File: src/rtl/rail_seq_ctrl.sv
module rail_seq_ctrl #(
  parameter int DLY_W = 16,
  parameter int TO_W  = 16
) (
  input  logic             clk,
  input  logic             rst_n,
  input  logic             init_done,
  input  logic             vin_above_on,
  input  logic             vin_below_off,
  input  logic             run_in,
  input  logic             sclk_in,
  input  logic             ext_fault,
  input  logic             int_fault,
  input  logic             bus_on,
  input  logic             bus_ctrl_en,
  input  logic [DLY_W-1:0] on_dly,
  input  logic [DLY_W-1:0] off_dly,
  input  logic [TO_W-1:0]  sclk_timeout,
  input  logic             ramp_up_done,
  input  logic             ramp_down_done,
  output logic             run_pull_low,
  output logic             sclk_hold,
  output logic             ramp_up_req,
  output logic             ramp_down_req,
  output logic             stage_en,
  output logic [2:0]       seq_state
);

  localparam logic [2:0] S_OFF = 3'd0, S_WAIT = 3'd1, S_OND = 3'd2, S_UP = 3'd3,
                         S_ON = 3'd4, S_OFFD = 3'd5, S_DN = 3'd6, S_FLT = 3'd7;

  logic [2:0]       st, nst;
  logic             vin_ok, qualified, on_req, fault, active, clk_lost;
  logic             s1, s2, s3, tick, run_low_seen;
  logic [DLY_W-1:0] dcnt;
  logic [TO_W-1:0]  lcnt;

  always_ff @(posedge clk or negedge rst_n)
    if (!rst_n) {s1, s2, s3} <= '0;
    else        {s1, s2, s3} <= {sclk_in, s1, s2};

  assign tick = s2 & ~s3;

  always_ff @(posedge clk or negedge rst_n)
    if (!rst_n)            lcnt <= '0;
    else if (tick)         lcnt <= '0;
    else if (lcnt != '1)   lcnt <= lcnt + 1'b1;

  assign clk_lost = (lcnt >= sclk_timeout);

  always_ff @(posedge clk or negedge rst_n)
    if (!rst_n)             vin_ok <= 1'b0;
    else if (vin_below_off) vin_ok <= 1'b0;
    else if (vin_above_on)  vin_ok <= 1'b1;

  assign qualified = init_done & vin_ok;
  assign on_req    = run_in & (bus_on | ~bus_ctrl_en);
  assign fault     = ext_fault | int_fault | clk_lost;
  assign active    = (st >= S_OND) && (st <= S_DN);

  always_comb begin
    nst = st;
    case (st)
      S_WAIT: if (qualified) nst = S_OFF;
      S_OFF:  if (!qualified) nst = S_WAIT;
              else if (on_req) nst = S_OND;
      S_OND:  if (!on_req) nst = S_OFF;
              else if (dcnt == on_dly) nst = S_UP;
      S_UP:   if (!on_req) nst = S_OFFD;
              else if (ramp_up_done) nst = S_ON;
      S_ON:   if (!on_req) nst = S_OFFD;
      S_OFFD: if (dcnt == off_dly) nst = S_DN;
      S_DN:   if (ramp_down_done) nst = S_OFF;
      S_FLT:  if (!fault && run_low_seen && run_in) nst = S_OFF;
      default: nst = S_WAIT;
    endcase
    if (active) begin
      if (vin_below_off) nst = S_WAIT;
      else if (fault)    nst = S_FLT;
    end
  end

  always_ff @(posedge clk or negedge rst_n)
    if (!rst_n) st <= S_WAIT;
    else        st <= nst;

  always_ff @(posedge clk or negedge rst_n)
    if (!rst_n)                                dcnt <= '0;
    else if (st != nst)                        dcnt <= '0;
    else if (tick && (st == S_OND || st == S_OFFD)) dcnt <= dcnt + 1'b1;

  always_ff @(posedge clk or negedge rst_n)
    if (!rst_n)            run_low_seen <= 1'b0;
    else if (st != S_FLT)  run_low_seen <= 1'b0;
    else if (!run_in)      run_low_seen <= 1'b1;

  assign run_pull_low  = ~qualified;
  assign sclk_hold     = ~qualified;
  assign ramp_up_req   = (st == S_UP);
  assign ramp_down_req = (st == S_DN);
  assign stage_en      = (st == S_UP) || (st == S_ON) || (st == S_OFFD) || (st == S_DN);
  assign seq_state     = st;

endmodule

File: config.mk
export PLATFORM = sky130hd
export DESIGN_NAME = rail_seq_ctrl
export DESIGN_NICKNAME = d
export VERILOG_FILES = /design/src/rtl/rail_seq_ctrl.sv
export SDC_FILE = /design/constraint.sdc
export NUM_CORES = 1
export LEC_CHECK = 0
export ABC_AREA = 1
export BUFFER_PORTS_ARGS = -buffer_cell sky130_fd_sc_hd__buf_2
export CORE_MARGIN = 2
export CORE_UTILIZATION = 60
export DETAILED_ROUTE_END_ITERATION = 6
export GPL_TIMING_DRIVEN = 1
export PLACE_DENSITY = 0.89
export SLEW_MARGIN = 20
export SYNTH_ARGS = -nofsm -noshare
export SYNTH_HDL_FRONTEND = slang
export SYNTH_SLANG_ARGS = --single-unit
File: constraint.sdc
create_clock -name clk -period 2.95 [get_ports clk]
set_input_delay 0.885 -clock clk [delete_from_list [all_inputs] [get_ports clk]]
set_output_delay 0.885 -clock clk [all_outputs]
set_load 0.01 [all_outputs]
==> results.txt <==
- CP Launch Type: input port
- Crit. End Element: flip-flop
- H-tree level count: 2
- Post-CTS timing repair inserted 0 buffers for setup.
- The wire-length estimate of the detail-placed layout is 5.78 mm.
- Unrepaired setup endpoints after global routing: no
- The worst-case IR drop observed on VDD is 0.496 mV.
* Detail-routed via count per cell: 4.98
* Worst setup skew after layout: 0.00630 ns
- For the worst-skew pair, the clock arrives at the later sink with an insertion delay of 0.29 ns.
- Setup violations remaining at the end of the flow were counted as 0.
- In this run the power density over the cells is 480 nW/µm².
- Netlist cell types: 35
- In this run, synthesis inferred 0 flip-flops with an integrated enable.
- Antenna cells: 0
- For this block, the initial DRC count from the detailed router was 172.
- The path class of the tightest hold or removal check is flip-flop to flip-flop.
* Via count of the first global-routing pass: 3035
- For this run, design rule violations remaining after detail routing come to 0.
- For this block, the via count after detailed routing is 3106.
- The Yosys step of the flow raised 0 warnings.
* Flop-to-flop setup slack: 0.63 ns
* Leak Pwr: 2.01 nW
* F_max: 394 MHz
- Data required time at the worst endpoint: 3.17 ns
* Launch point of the worst reg-to-reg path: lcnt[11]
- CP max FO: 16
- Net count, final: 632
- The placed instances occupy a cell area of 3610 µm².
- Final Non-Filler Cells: 624
- The number of clock buffers added by TritonCTS is 5.
- The critical path starts at sclk_timeout[11].
- The initial antenna violation count came to 0.
- Simple-gate portion of the synthesized area: 34.0%
- Headroom to the max-slew limit came out at 41.9%.
- After detailed placement, the design holds a cell count of 616.
- The cell count after synthesis came out at 485.
- Net Count, Synth: 564
- The count of nets left with antenna violations once routing finished came out at 0.
- Cells with a size suffix above 1 make up 19.1% of the layout.
* Final clock period utilization by the worst path: 86.0%
- Number of fillers in the final layout: 415
* Iteration count of the initial detailed-routing pass: 4
- Die boundary height: 77.5 µm
* Share of cell area taken by muxes after synthesis: 0%
- Post-Synthesis Cell Area: 3240 µm²
- Worst hold-check slack: 0.354 ns
- The initial utilization of the core area, before any placement, comes to 62.7%.
- TritonCTS built the clock tree.
- The tree is rooted in a sky130_fd_sc_hd__clkbuf_8.
* Number of pins exceeding their max-slew limit in the final report: 0
* Number of hold-slack violations in the final timing report: 0
* Area of all placed cells without fillers: 3710 µm²
- CTS saw 40 sinks.
- In this run the core area contains 26 standard-cell rows.
* XOR/XNOR share of the synthesized area: 8.10%
- Port bufs: 68
- I/O pin total: 69
- Synth async-reset ratio: 100%
- The area growth from synthesis to layout is 14.3%.
- Summed over all failing endpoints, the final setup total negative slack is 0 ns.
* Die outline area: 6010 µm²
- Routed wire per std cell: 11.5 µm
- The first global-routing pass estimated 12.6 mm of wire.
- Clock slew at reported path FFs: 0.08 ns
- The startpoint identified for the worst hold timing path is s1.
* Compound-cell area share of the yosys netlist: 6.79%
- The critical path in this run is classified as input port to flip-flop.
* Overflow left after global routing: 0
- By area, the combinational part of the netlist is dominated by simple AND/OR/NAND/NOR gates.
* Largest net degree at the start of global routing: 41
- In the final layout, the multi-input gates occupy 1810 µm².
- Deepest clock path buffer count: 2
* Fin util: 71.6%
- Die extent in x: 77.5 µm
- The tool flagged a number of max-cap violations equal to 0.
- For this run, the total global-route usage over all layers was measured as 25.4%.
* Cts hold-fix bufs: 0
- STA puts the critical path data arrival time at 2.76 ns.
* Worst-margin pin slew: 0.871 ns
- Adder-cell area share of the yosys netlist: 6.94%
- Post-detailed-routing wire length: 7.19 mm
- The floorplan step defined a core boundary enclosing 5170 µm².
- Post-synthesis sequential element count: 40
* Register area: 1000 µm²
- Placer congestion estimate: 0.955
- The clock period could shrink to 2.54 ns.
- The share of the Yosys chip area taken by registers is 30.9%.
- Top_reg_cell synth: sky130_fd_sc_hd__dfrtp_1
* Result of the run: completed
- Per-instance average area after synthesis: 6.69 µm²
- Resized Gates After CTS: 0
[synthesized netlist by cell type (2+ instances only)]
cell type                    n  area [µm²]
sky130_fd_sc_hd__nor2_4      2        22.5
sky130_fd_sc_hd__a211oi_1    4        30.0
sky130_fd_sc_hd__nor2_2     12        75.1
sky130_fd_sc_hd__buf_2       2        10.0
sky130_fd_sc_hd__nand2_1   128         480
sky130_fd_sc_hd__nand3_1    14        70.1
sky130_fd_sc_hd__xnor2_1     4        35.0
sky130_fd_sc_hd__nor2_1     60         225
sky130_fd_sc_hd__dfrtp_1    39         976
sky130_fd_sc_hd__ha_1       18         225
sky130_fd_sc_hd__a21oi_1    12        60.1
sky130_fd_sc_hd__nor4_1      2        12.5
sky130_fd_sc_hd__a221oi_1    2        17.5
sky130_fd_sc_hd__buf_4       2        15.0
sky130_fd_sc_hd__nand2_2     3        18.8
sky130_fd_sc_hd__nor3_1     18        90.1
sky130_fd_sc_hd__a31oi_1     2        12.5
sky130_fd_sc_hd__inv_1      90         338
sky130_fd_sc_hd__xor2_1     26         228
sky130_fd_sc_hd__o21ai_0    14        70.1
sky130_fd_sc_hd__inv_2       7        26.3
sky130_fd_sc_hd__nand4_1    11        68.8
[power breakdown]
part	switching, mW	internal (mW)	total (mW)
Combinational	0.482	0.250	0.732
Clock	0.189	0.187	0.375
Sequential	0.0712	0.599	0.670
Total	0.742	1.04	1.78
[state kept, by name, indices dropped and copies added, names as in the netlist]
| signal | cells |
|---|---|
| seq_state | 3 |
| lcnt | 16 |
| s1 | 1 |
| run_low_seen | 1 |
| vin_ok | 1 |
| dcnt | 16 |
| s2 | 1 |
| s3 | 1 |
[placed cells by master (no fill, tap or decap), types with 2 or more instances in the layout]
cell and count:
sky130_fd_sc_hd__nand4_1 11, sky130_fd_sc_hd__nand2_2 3, sky130_fd_sc_hd__nand3_1 14, sky130_fd_sc_hd__a211oi_1 4, sky130_fd_sc_hd__a31oi_1 2, sky130_fd_sc_hd__nor4_1 2
sky130_fd_sc_hd__inv_1 90, sky130_fd_sc_hd__nor2_1 60, sky130_fd_sc_hd__xnor2_1 4, sky130_fd_sc_hd__nor2_2 12, sky130_fd_sc_hd__dfrtp_1 39, sky130_fd_sc_hd__a221oi_1 2
sky130_fd_sc_hd__inv_2 7, sky130_fd_sc_hd__buf_2 68, sky130_fd_sc_hd__nand2_1 128, sky130_fd_sc_hd__ha_1 18, sky130_fd_sc_hd__nor3_1 18, sky130_fd_sc_hd__clkinv_2 2
sky130_fd_sc_hd__clkbuf_8 6, sky130_fd_sc_hd__o21ai_0 14, sky130_fd_sc_hd__xor2_1 26, sky130_fd_sc_hd__a21oi_1 12, sky130_fd_sc_hd__nor2_4 2
[final timing paths]
check / depth (start not counted) / to
setup / recovery: 15 / dcnt[5]
hold / removal: 0 / s2
setup reg to reg: 13 / dcnt[5]
hold reg to reg: 0 / s2
max in group asynchronous: 1 / dcnt[12]
min in group asynchronous: 1 / lcnt[1]
[cells by family (layout without fill, tap and decap cells)]
logic type | Yosys count | in the layout
compound gates | 38 | 38
xor+xnor | 30 | 30
fa+ha+maj | 18 | 18
buf+inv | 105 | 174
flops | 40 | 40
simple gates | 254 | 254
[stage by stage]
| stage | total power [mW] | setup slack (ns) |
|---|---|---|
| floorplan | 1.26 | 0.495 |
| global placement | 1.37 | 0.254 |
| detailed placement | 1.41 | 0.123 |
| CTS | 1.79 | 0.409 |
| global route | 1.92 | 0.151 |
| finish | 1.78 | 0.412 |
[layout make-up]
cell class / instances / area share (%)
multi-input combinational: 340 / 48.9
inverter: 97 / 9.82
timing repair buffer: 69 / 9.39
clock buffer: 6 / 2.23
tap: 70 / 2.36
sequential: 40 / 27.0
clock inverter: 2 / 0.270
[routing by layer]
| layer | wire length (µm) | vias to the layer above | track usage (%) |
|---|---|---|---|
| met2 | 3390 | 81 | 44.0 |
| met4 | 88 | 0 | 6.79 |
| met3 | 306 | 11 | 3.95 |
| met1 | 3400 | 1385 | 33.0 |
| met5 | 0 | - | 0 |
| li1 | - | 1629 | - |
[critical path, stage by stage]
cell and delay (ns):
sky130_fd_sc_hd__buf_2 0.07, sky130_fd_sc_hd__inv_1 0.03, sky130_fd_sc_hd__ha_1 0.28, sky130_fd_sc_hd__nand2_1 0.05
sky130_fd_sc_hd__inv_1 0.07, sky130_fd_sc_hd__nand3_1 0.07, sky130_fd_sc_hd__nor3_1 0.26, sky130_fd_sc_hd__nand2_1 0.13
sky130_fd_sc_hd__nand3_1 0.09, sky130_fd_sc_hd__nand2_1 0.09, sky130_fd_sc_hd__nand4_1 0.11, sky130_fd_sc_hd__nand3_1 0.10
sky130_fd_sc_hd__nand2_1 0.13, sky130_fd_sc_hd__nand3_4 0.22, sky130_fd_sc_hd__nor2_2 0.17
No activity file was read; power rests on OpenSTA's default activity.
